===== src/rtl/clkgate_pkg.sv =====
package clkgate_pkg;

  localparam int NUM_DOM = 5;

  localparam int DOM_CORE  = 0;
  localparam int DOM_DC    = 1;
  localparam int DOM_SNOOP = 2;
  localparam int DOM_TBASE = 3;
  localparam int DOM_PERI  = 4;

  typedef enum logic [2:0] {
    PM_RUN     = 3'd0,
    PM_DOZE    = 3'd1,
    PM_NAP     = 3'd2,
    PM_SLEEP   = 3'd3,
    PM_REDUCED = 3'd4,
    PM_PIDLE   = 3'd5,
    PM_STANDBY = 3'd6,
    PM_RSVD    = 3'd7
  } pmode_e;

  // Domains allowed to tick in each mode (the core bit of the reduced
  // mode is further qualified by the divider tick).
  function automatic logic [NUM_DOM-1:0] dom_mask(pmode_e m);
    logic [NUM_DOM-1:0] v;
    v = '0;
    case (m)
      PM_RUN, PM_REDUCED: v = '1;
      PM_DOZE: begin
        v[DOM_DC]    = 1'b1;
        v[DOM_SNOOP] = 1'b1;
        v[DOM_TBASE] = 1'b1;
      end
      PM_NAP:   v[DOM_TBASE] = 1'b1;
      PM_PIDLE: v[DOM_PERI]  = 1'b1;
      default:  v = '0;
    endcase
    return v;
  endfunction

endpackage


===== src/rtl/gate_req_qual.sv =====
module gate_req_qual
  import clkgate_pkg::*;
(
  input  logic   clk,
  input  logic   rst,
  input  logic   wake,
  input  logic   boundary,
  input  logic [2:0] mode_sel,
  input  logic   pin_req,
  input  logic   pin_arm,
  input  logic   sw_req,
  input  logic   sw_arm,
  output logic   apply,
  output pmode_e apply_mode
);

  logic   req_now;
  logic   cand_v;
  pmode_e cand_m;
  logic   pend_v;
  pmode_e pend_m;

  always_comb begin
    req_now = ((pin_req & pin_arm) | (sw_req & sw_arm)) &&
              (pmode_e'(mode_sel) != PM_RSVD);
    cand_v  = req_now | pend_v;
    cand_m  = req_now ? pmode_e'(mode_sel) : pend_m;
    apply   = cand_v & boundary & ~wake;
    apply_mode = cand_m;
  end

  always_ff @(posedge clk) begin
    if (rst || wake) begin
      pend_v <= 1'b0;
      pend_m <= PM_RUN;
    end else if (cand_v && !boundary) begin
      pend_v <= 1'b1;
      pend_m <= cand_m;
    end else if (apply) begin
      pend_v <= 1'b0;
    end
  end

endmodule


===== src/rtl/gate_div.sv =====
module gate_div #(
  parameter int DIV = 4
) (
  input  logic clk,
  input  logic rst,
  input  logic active,
  input  logic restart,
  output logic tick_next,
  output logic at_last
);

  localparam int CNT_W = (DIV > 2) ? $clog2(DIV) : 1;
  localparam logic [CNT_W-1:0] LAST = CNT_W'(DIV - 1);

  logic [CNT_W-1:0] cnt_q;
  logic [CNT_W-1:0] cnt_d;

  always_comb begin
    if (!active || restart)
      cnt_d = '0;
    else if (cnt_q == LAST)
      cnt_d = '0;
    else
      cnt_d = cnt_q + 1'b1;
    tick_next = active && (cnt_d == LAST);
    at_last   = (cnt_q == LAST);
  end

  always_ff @(posedge clk) begin
    if (rst) cnt_q <= '0;
    else     cnt_q <= cnt_d;
  end

endmodule


===== src/rtl/gate_en_map.sv =====
module gate_en_map
  import clkgate_pkg::*;
(
  input  pmode_e             mode,
  input  logic               core_tick,
  output logic [NUM_DOM-1:0] en,
  output logic               osc
);

  always_comb begin
    en = dom_mask(mode);
    if (mode == PM_REDUCED) en[DOM_CORE] = core_tick;
    osc = (mode != PM_SLEEP);
  end

endmodule


===== src/rtl/clkgate_mode_ctrl.sv =====
module clkgate_mode_ctrl
  import clkgate_pkg::*;
#(
  parameter int DIV_RATIO = 4
) (
  input  logic               clk,
  input  logic               rst,
  input  logic [2:0]         mode_sel,
  input  logic               pin_req,
  input  logic               pin_arm,
  input  logic               sw_req,
  input  logic               sw_arm,
  input  logic               wake_irq,
  output logic [NUM_DOM-1:0] dom_en,
  output logic               osc_run,
  output logic               periph_rst
);

  pmode_e             mode_q;
  pmode_e             mode_d;
  pmode_e             apply_mode;
  logic               apply;
  logic               boundary;
  logic               tick_next;
  logic               at_last;
  logic               restart;
  logic [NUM_DOM-1:0] en_d;
  logic               osc_d;

  assign boundary = (mode_q != PM_REDUCED) || at_last;

  gate_req_qual u_qual (
    .clk       (clk),
    .rst       (rst),
    .wake      (wake_irq),
    .boundary  (boundary),
    .mode_sel  (mode_sel),
    .pin_req   (pin_req),
    .pin_arm   (pin_arm),
    .sw_req    (sw_req),
    .sw_arm    (sw_arm),
    .apply     (apply),
    .apply_mode(apply_mode)
  );

  always_comb begin
    if (wake_irq)   mode_d = PM_RUN;
    else if (apply) mode_d = apply_mode;
    else            mode_d = mode_q;
    restart = (mode_d == PM_REDUCED) && (mode_q != PM_REDUCED);
  end

  gate_div #(.DIV(DIV_RATIO)) u_div (
    .clk      (clk),
    .rst      (rst),
    .active   (mode_d == PM_REDUCED),
    .restart  (restart),
    .tick_next(tick_next),
    .at_last  (at_last)
  );

  gate_en_map u_map (
    .mode     (mode_d),
    .core_tick(tick_next),
    .en       (en_d),
    .osc      (osc_d)
  );

  always_ff @(posedge clk) begin
    if (rst) begin
      mode_q     <= PM_RUN;
      dom_en     <= '1;
      osc_run    <= 1'b1;
      periph_rst <= 1'b0;
    end else begin
      mode_q     <= mode_d;
      dom_en     <= en_d;
      osc_run    <= osc_d;
      periph_rst <= (mode_d == PM_STANDBY) && (mode_q != PM_STANDBY);
    end
  end

endmodule


===== config.mk =====
export PLATFORM = sky130hd
export DESIGN_NAME = clkgate_mode_ctrl
export DESIGN_NICKNAME = d
export VERILOG_FILES = /design/src/rtl/clkgate_pkg.sv /design/src/rtl/gate_req_qual.sv /design/src/rtl/gate_div.sv /design/src/rtl/gate_en_map.sv /design/src/rtl/clkgate_mode_ctrl.sv
export SDC_FILE = /design/constraint.sdc
export NUM_CORES = 1
export LEC_CHECK = 0
export BUFFER_PORTS_ARGS = -buffer_cell sky130_fd_sc_hd__buf_2
export CAP_MARGIN = 20
export CORE_MARGIN = 3
export CORE_UTILIZATION = 50
export DETAILED_ROUTE_END_ITERATION = 8
export MAX_ROUTING_LAYER = met4
export PLACE_DENSITY = 0.82
export SETUP_SLACK_MARGIN = 0.3
export SKIP_CTS_REPAIR_TIMING = 1
export SLEW_MARGIN = 20
export SYNTH_ARGS = -nofsm -noshare
export SYNTH_HDL_FRONTEND = slang
export SYNTH_SLANG_ARGS = --single-unit

===== constraint.sdc =====
create_clock -name clk -period 2.4 [get_ports clk]
set_clock_uncertainty 0.15 [all_clocks]
set_input_delay 0.48 -clock clk [delete_from_list [all_inputs] [get_ports clk]]
set_output_delay 0.48 -clock clk [all_outputs]
set_load 0.03 [all_outputs]

* Word-level counts from Yosys, hierarchy flattened
Index checks and enable logic that the tools add are counted.
** Operators by class
- Reductions and logical operators :: 16
- Multiplexer cells :: 12
- Add/sub/neg operators :: 1
- Bitwise logic cells :: 7
- Equal/unequal tests :: 11
** Operators with widths (count)
- $eq 3x3->1 const B :: 3
- $mux 3 :: 3
- $ne 3x3->1 const B :: 3
- $mux 1 :: 6
- $mux 2 :: 3
- $reduce_or 3->1 :: 2
- $logic_and 1x1->1 :: 5
- $and 1x1->1 :: 4
- $eq 2x2->1 const B :: 2
- $reduce_or 4->1 :: 1
- $eq 3x1->1 const B :: 1
- $eq 3x2->1 const B :: 1
- $logic_not 3->1 :: 1
- $logic_or 1x1->1 :: 3
- $ne 3x2->1 const B :: 1
- $add 2x1->2 const B :: 1
- $logic_not 1->1 :: 2
- $or 1x1->1 :: 2
- $reduce_bool 2->1 :: 1
- $reduce_or 2->1 :: 1
- $not 1->1 :: 1
** Storage, ports and cells
- Logic and storage cells :: 54
- Output and inout bits :: 7
- Bits of input ports :: 10
- Register bits after elaboration :: 16

* Longest topological paths before layout
Gate-level depths: netlist (run 1).
- Depth in word-level cells :: 15
- Mapped depth :: 7
- Gate-level depth less buffers :: 7

* By module
A second synthesis (run 1) with hierarchy kept.
** Second synthesis, totals
- Cell total of the unflattened synthesis :: 84
- Area, all modules :: 802.0 um^2
** Modules (own cells, without submodules)
- clkgate_mode_ctrl :: times used 1, cells an instance 39, area each 385.4 um^2, seq. area each 200.2 um^2
- gate_req_qual :: times used 1, cells an instance 29, area each 249.0 um^2, seq. area each 80.1 um^2
- gate_div :: times used 1, cells an instance 7, area each 115.1 um^2, seq. area each 40.0 um^2
- gate_en_map :: times used 1, cells an instance 9, area each 52.6 um^2, seq. area each 0.0 um^2

* Least setup slack after synthesis (run 1)
No wires, ideal clock.
- Path kind :: register to register
- Start point :: register u_div.cnt_q[0]
- End point :: register dom_en[0]
- Clock period less this slack :: 1.948 ns
- Required time :: 2.129 ns
- Arrival time :: 1.677 ns
- Setup slack :: 0.452 ns
- Path buffers :: 0
- Cell stages (with the launch flop) :: 8
- Setup time :: 0.121 ns
- Cells stage by stage :: dfxtp_1 ha_1 nor4b_4 a2111oi_4 nor3_2 o21ai_2 a31oi_1 o21ai_1
** On the way
- Word-level cells in the longest chain between the ends :: 13
- Elaborated cells between the ends (all ways) :: 19
- Those cells by class :: add/sub (1); eq/ne (3); mux (6); bitwise (2); reduce/logical (7)
** RTL lines
- start: declaration :: line gate_div.sv:15 : logic [CNT_W-1:0] cnt_q;
- start signal: assignment :: line gate_div.sv:31 : else cnt_q <= cnt_d;
- $eq 2x2->1 :: line gate_div.sv:21, gate_div.sv:26
- $logic_or 1x1->1 :: line clkgate_mode_ctrl.sv:30 : assign boundary = (mode_q != PM_REDUCED) || at_last;
- $and 1x1->1 (2 in series) :: line gate_req_qual.sv:28 : apply = cand_v & boundary & ~wake;
- $mux 3 :: line clkgate_mode_ctrl.sv:48 : else if (apply) mode_d = apply_mode;
- $mux 3 :: line clkgate_mode_ctrl.sv:47 : if (wake_irq) mode_d = PM_RUN;
- $eq 3x3->1
- $logic_not 1->1 or $logic_and 1x1->1 (tied branches) :: line gate_div.sv:19, clkgate_mode_ctrl.sv:50
- $logic_or 1x1->1 :: line gate_div.sv:19 : if (!active || restart)
- $mux 2 :: line gate_div.sv:19
- $eq 2x2->1 :: line gate_div.sv:25 : tick_next = active && (cnt_d == LAST);
- $logic_and 1x1->1 :: line gate_div.sv:25
- $mux 1 (*) :: line gate_en_map.sv:12 : if (mode == PM_REDUCED) en[DOM_CORE] = core_tick;
- end signal: assignment :: line clkgate_mode_ctrl.sv:77 : dom_en <= en_d;
- end: declaration :: line clkgate_mode_ctrl.sv:14 : output logic [NUM_DOM-1:0] dom_en,
Mark *: on every way between the ends. The rest lies on a longest branch, timed or not.
A chain may end at the register's enable or synchronous reset.

* Worst setup path after layout (run 1)
- Start point :: register u_div.cnt_q[0]
- End point :: register u_div.cnt_q[1]
** On the way
- Word-level cells in the longest chain between the ends :: 10
- Elaborated cells between the ends (all ways) :: 13
- Those cells by class :: add/sub (1); eq/ne (2); mux (4); bitwise (2); reduce/logical (4)
** RTL lines (line)
- $eq 2x2->1 :: gate_div.sv:21, gate_div.sv:26
- $logic_or 1x1->1 :: clkgate_mode_ctrl.sv:30
- $and 1x1->1 (2 in series) :: gate_req_qual.sv:28
- $mux 3 :: clkgate_mode_ctrl.sv:48
- $mux 3 :: clkgate_mode_ctrl.sv:47
- $eq 3x3->1 :: clkgate_mode_ctrl.sv:50, clkgate_mode_ctrl.sv:56
- $logic_not 1->1 or $logic_and 1x1->1 (tied branches) :: gate_div.sv:19, clkgate_mode_ctrl.sv:50
- $logic_or 1x1->1 :: gate_div.sv:19
- $mux 2 (*) :: gate_div.sv:19
Marks and branches as above.

==> flow_summary.ini, run 1 <==
[status]
status = finished clean

[global_routing]
grt_use_total_pct = 16.6
grt_util_met3_pct = 6.10
grt_pass1_wl_um = 2380
first_global_vias = 562
grt_max_degree = 14
antenna_found_initial = 0
use_met1_pct = 20.0
top_usage_layer = met2
use_met2_pct = 26.4
globalRoute.totalOverflow = 0

[layout]
nets = 110
area_growth_pct = 17.8
multi_input_area_um2 = 418
fillers = 119
instances_no_fill = 113
regArea_um2 = 302
n_antenna_cell = 0
drive_gt1_share_pct = 32.7

[power_and_ir_drop]
pwr-share-comb_pct = 14.2
sw_frac_of_total_pct = 26.4
clkPwrFrac_pct = 30.4
ir_drop_uv = 298
p_switching_mw = 0.122
seqPwrFrac_pct = 55.4
p_int_mw = 0.339
leakage_nw = 0.345
powerDensity_nw_per_um2 = 527

[min_path]
hold-path-endpoint = u_div.cnt_q[0]$_SDFF_PP0_
holdCritPathClass = register to register
min_path_cells = 1
hp-start = u_div.cnt_q[0]$_SDFF_PP0_

[die]
coreArea_um2 = 1350
dieWidth_um = 44.6
io_pins = 17
die-area_um2 = 1990
rows = 13
die_h_um = 44.6
initial_core_util_pct = 55.1

[route]
dr.pass1.iters = 6
post_drt_wl_per_cell_um = 13.1
ant_nets = 0
vias = 653
post-route-drc-count = 0
vias_per_cell = 5.78
wirelength_um = 1480
drt_first_iter_violations = 20

[placement]
dp_cells = 108
dp_hpwl_um = 1150
io_buffers = 16
place_congestion = 0.799
place_worst_setup_slack_ns = 0.208

[logic_synthesis]
ys.flop_type = dfxtp_1
synth_top_cell_by_area = dfxtp_1
synth_top_family_by_area = simple AND/OR/NAND/NOR gates
synth_compound_area_share_pct = 23.4
synthTopCellsByArea = dfxtp_1 (40%), nor2_1 (4.0%), a2111oi_4 (3.7%), nor4b_4 (3.2%), inv_1 (3.0%)
yosys.area_share.simple_pct = 28.1
yosysMostFrequentCell = dfxtp_1
synthArstFlopShare_pct = 0
muxShareOfSynthArea_pct = 1.35
synth_xor_area_share_pct = 0
synth_adder_area_share_pct = 1.68
synth_seq_cells = 15
synth_common_cells = dfxtp_1 (15), nor2_1 (8), inv_1 (6)
synth-edff-count = 0
yosysSeqAreaShare_pct = 40.4
syn_area_per_cell_um2 = 9.29
yosys_warnings = 0
synth_top_area_share_pct = 40.4
netlist_area_um2 = 743
syn-num-nets = 91
syn_inst = 80
synth_cell_types = 33

[sta]
timing.fmax_ghz = 0.497
relSlewSlack_pct = 78.3
fin_ws_ns = 0.387
holdWs_ns = 0.317
fin_crit_ns = 2.01
tightest_slew_ns = 0.326
fin_setup_tns_ns = 0
report.final.hold_viol_count = 0
rsz0062_at_grt = no
period_share_pct = 83.9
drv_slew = 0
setup_violations = 0

[clocking]
cts_tree = built
clock_path_buffers = 2
clk_pin_slew_ns = 0.09
clk-insertion-delay-late_ns = 0.29
cts_num_sinks = 15
htreeDepth = 1
cts_root_buf = clkbuf_4
cts_buffers = 3

[setup_path]
cp_cell_sequence = ha_4 > nor4b_4 > buf_4 > a2111oi_4 > nor3_2 > o31ai_2 > nand4_2 > nor3b_2
cpPeakStageDelay_ns = 0.38
arrival_ns = 2.08
critPathMaxFanout = 7
crit_required_ns = 2.46
cp_top_family = compound AO/OA/AOI/OAI gates
critical_path_class = register to register
start_kind = register
rrSetupSlack_ns = 0.39
crit_cells = 8
r2r_cells = 8
worst_path_max_delay_cell = dfxtp_2
worstReg2RegStart = u_div.cnt_q[0]$_SDFF_PP0_
cp-end-kind = register
reg2reg_to = u_div.cnt_q[1]$_SDFF_PP0_
worst-path-buf-inv = 1

[flow_run]
max-cap-violations = 0
[per-layer routing]
metal	up-vias	share of wire [%]
met5	-	0
met4	0	1.2
met3	5	6.8
met2	28	47
met1	295	45
li1	325	-
[worst reg2reg max path, stage by stage (launching register included)]
cell	delay (ns)
dfxtp_2	0.38
ha_4	0.17
nor4b_4	0.05
buf_4	0.17
a2111oi_4	0.33
nor3_2	0.11
o31ai_2	0.25
nand4_2	0.16
nor3b_2	0.17
[per-stage QoR]
stage	util (%)	area (um^2)	power (mW)
floorplan	-	743	0.306
global placement	61.3	827	0.324
global route	64.9	876	0.484
finish	64.9	876	0.461
detailed placement	61.3	827	0.325
CTS	63.3	855	0.465
[final cells by class]
class / count / area share, %
Clock inverter: 1 / 0.571
Inverter: 6 / 2.57
Sequential cell: 15 / 34.4
Timing Repair Buffer: 17 / 10.0
Clock buffer: 3 / 2.57
Tap cell: 15 / 2.14
Multi-Input combinational cell: 56 / 47.7
[kinds of logic after synthesis]
family | after synthesis
AO/OA/AOI/OAI | 21
AND/OR/NAND/NOR | 33
flip-flops | 15
adder cells (fa/ha/maj) | 1
buffers and inverters | 9
multiplexers | 1
[placed cells by master (no fill, tap or decap), types with 2 or more instances in the layout]
| cell type | n |
|---|---|
| o21bai_1 | 3 |
| nor2_1 | 8 |
| dfxtp_1 | 14 |
| a21oi_1 | 4 |
| inv_1 | 6 |
| nor3b_1 | 2 |
| nor3_1 | 4 |
| nand2_1 | 5 |
| buf_2 | 16 |
| and2_1 | 3 |
| o21ai_1 | 3 |
| nand3_1 | 2 |
| clkbuf_4 | 3 |
| a31oi_1 | 3 |
[power by group through the flow]
stage / clock (mW) / combinational [mW] / sequential (mW)
after global placement: 0 / 0.0630 / 0.261
final: 0.140 / 0.0655 / 0.256
after CTS: 0.145 / 0.0644 / 0.256
after global routing: 0.156 / 0.0713 / 0.256
after detailed placement: 0 / 0.0639 / 0.261
after floorplan: 0 / 0.0385 / 0.267
[worst max-delay path by stage]
stage	from	to	slack [ns]
floorplan	u_div.cnt_q[0]$_SDFF_PP0_	dom_en[0]$_SDFF_PP1_	0.45
global placement	u_div.cnt_q[0]$_SDFF_PP0_	dom_en[0]$_SDFF_PP1_	0.23
detailed placement	u_div.cnt_q[0]$_SDFF_PP0_	dom_en[0]$_SDFF_PP1_	0.21
CTS	u_div.cnt_q[0]$_SDFF_PP0_	dom_en[0]$_SDFF_PP1_	0.19
global route	u_div.cnt_q[0]$_SDFF_PP0_	u_div.cnt_q[0]$_SDFF_PP0_	0.32
finish	u_div.cnt_q[0]$_SDFF_PP0_	u_div.cnt_q[1]$_SDFF_PP0_	0.39
[flip-flops by register name, indices dropped and copies added, names as in the netlist]
name and cells:
dom_en 4, mode_q 3, osc_run 1, periph_rst 1, u_div.cnt_q 2, u_qual.pend_m 3
u_qual.pend_v 1
No activity file was read; power rests on OpenSTA's default activity.
==> inputs of run 2 (changes only) <==
--- a/config.mk
+++ b/config.mk
@@ -8,10 +8,10 @@
 export BUFFER_PORTS_ARGS = -buffer_cell sky130_fd_sc_hd__buf_2
 export CAP_MARGIN = 20
 export CORE_MARGIN = 3
-export CORE_UTILIZATION = 50
+export CORE_UTILIZATION = 45
 export DETAILED_ROUTE_END_ITERATION = 8
 export MAX_ROUTING_LAYER = met4
-export PLACE_DENSITY = 0.82
+export PLACE_DENSITY = 0.78
 export SETUP_SLACK_MARGIN = 0.3
 export SKIP_CTS_REPAIR_TIMING = 1
 export SLEW_MARGIN = 20
==> constraint.sdc (replaced) <==
create_clock -name clk -period 1.8 [get_ports clk]
set_clock_uncertainty 0.15 [all_clocks]
set_input_delay 0.36 -clock clk [delete_from_list [all_inputs] [get_ports clk]]
set_output_delay 0.36 -clock clk [all_outputs]
set_load 0.03 [all_outputs]
==> run 2 against run 1 <==
Compared with the run above:
- the flow now finishes with violations (setup timing)
- design area up 14%
- hold slack worse by 0.099 ns
- core utilization up 0.72 points
==> flow_summary.ini, run 2 (synthesis gave the netlist of run 1 again) <==
[global_routing]
globalRoute.totalOverflow = 0
first_global_vias = 634
antenna_found_initial = 0
grt_use_total_pct = 17.3
grt_pass1_wl_um = 2530
grt_max_degree = 14

[sta]
drv_slew = 0
timing.fmax_ghz = 0.542
relSlewSlack_pct = 79.3
fin_crit_ns = 1.84
fin_ws_ns = -0.0439
report.final.hold_viol_count = 0
setup_violations = 3
rsz0062_at_grt = yes
tightest_slew_ns = 0.310
period_share_pct = 102

[route]
dr.pass1.iters = 4
drt_first_iter_violations = 8
vias = 681
ant_nets = 0
post_drt_wl_per_cell_um = 12.3
vias_per_cell = 5.36
post-route-drc-count = 0
wirelength_um = 1560

[clocking]
cts_root_buf = clkbuf_4
htreeDepth = 1
cts_buffers = 3
cts_tree = built
clk_pin_slew_ns = 0.09
clk-insertion-delay-late_ns = 0.29
clock_path_buffers = 2
cts_num_sinks = 15

[layout]
final_cell_mix = buf_2 (16), dfxtp_1 (13), buf_4 (13), nor2_1 (7), inv_1 (6)
largest_reg_flops = 4
drive_gt1_share_pct = 45.0
final_common_cell = buf_2
top_register = dom_en
reg_top3 = dom_en x4, mode_q x3, u_qual.pend_m x3
post-route-util_pct = 65.6
area_growth_pct = 34.5
final_area_um2 = 1000
nets = 123
n_antenna_cell = 0

[placement]
dp_hpwl_um = 1240
postPlaceCellArea_um2 = 940
place_congestion = 0.902
io_buffers = 16

[power_and_ir_drop]
leakage_nw = 0.417
powerDensity_nw_per_um2 = 637
total_power_mw = 0.637
ir_drop_uv = 437

[setup_path]
worstReg2RegStart = u_div.cnt_q[0]$_SDFF_PP0_
cpPeakStageDelay_ns = 0.36
worst-path-buf-inv = 1
reg2reg_to = u_div.cnt_q[0]$_SDFF_PP0_
cp_top_family = simple AND/OR/NAND/NOR gates
r2r_cells = 8
cp_cell_sequence = ha_4 > nor4b_4 > buf_6 > a2111oi_4 > nor3_2 > o31ai_2 > nand4_2 > nor4_2
start_kind = register
arrival_ns = 1.90
critPathMaxFanout = 7
crit_required_ns = 1.86
cp-end-kind = register
rrSetupSlack_ns = -0.04
worst_path_max_delay_cell = dfxtp_2
critical_path_class = register to register

[flow_run]
max-cap-violations = 0

[die]
dieWidth_um = 46.6
rows = 14
initial_core_util_pct = 48.8
die-area_um2 = 2180
die_h_um = 46.6
coreArea_um2 = 1520
io_pins = 17

[status]
status = complete, but fails checks
violations = setup timing

[min_path]
holdCritPathClass = primary input to register
min_path_cells = 2
hp-start = wake_irq
hold-path-endpoint = u_qual.pend_m[0]$_SDFFE_PP0P_
==> run 2: layer usage <==
metal	track usage (%)	up-vias	wire (um)	share of wire, %
li1	-	349	-	-
met1	18.6	317	704	45
met2	28.3	11	758	49
met3	5.86	4	72	4.6
met4	8.29	0	27	1.7
met5	-	-	0	0
==> run 2: area by class of cell <==
class	count	area [um^2]
Multi-Input combinational cell	56	438
Inverter	6	22.5
Clock buffer	3	22.5
Timing Repair Buffer	30	189
Tap cell	16	20.0
Sequential cell	15	303
Fill cell	131	524
Clock inverter	1	5.00
==> run 2: how the worst max path moves through the flow <==
| stage | start | endpoint | depth (start not counted) |
|---|---|---|---|
| 6_report | u_div.cnt_q[0]$_SDFF_PP0_ | u_div.cnt_q[0]$_SDFF_PP0_ | 8 |
| 5_1_grt | u_div.cnt_q[1]$_SDFF_PP0_ | u_div.cnt_q[1]$_SDFF_PP0_ | 8 |
| 4_1_cts | u_div.cnt_q[1]$_SDFF_PP0_ | u_div.cnt_q[1]$_SDFF_PP0_ | 8 |
| 3_5_place_dp | u_div.cnt_q[1]$_SDFF_PP0_ | u_div.cnt_q[1]$_SDFF_PP0_ | 8 |
| 3_3_place_gp | pin_req | u_div.cnt_q[0]$_SDFF_PP0_ | 7 |
| 2_1_floorplan | u_div.cnt_q[0]$_SDFF_PP0_ | periph_rst$_SDFF_PP0_ | 6 |
==> run 2: where the power goes <==
group	total [mW]	internal (mW)	switching, mW	leakage [nW]
Sequential	0.340	0.337	0.00273	0.122
Clock	0.187	0.0826	0.105	0.0177
Combinational	0.110	0.0488	0.0611	0.277
Total	0.637	0.469	0.169	0.417
==> run 2: worst reg2reg max path, stage by stage, from the launching register on <==
cell and delay (ns):
dfxtp_2 0.36, ha_4 0.15, nor4b_4 0.05, buf_6 0.14
a2111oi_4 0.22, nor3_2 0.09, o31ai_2 0.20, nand4_2 0.18
nor4_2 0.22
==> run 2: metrics by stage <==
stage | instances | hold slack [ns] | setup slack (ns) | TNS, ns
after global placement | 121 | 0.369 | -0.133 | -0.457
after CTS | 125 | 0.214 | -0.209 | -0.659
after floorplan | 80 | 0.276 | 0.00759 | 0
after global routing | 127 | 0.242 | -0.146 | -0.963
final | 127 | 0.219 | -0.0439 | -0.0606
after detailed placement | 121 | 0.373 | -0.189 | -0.795
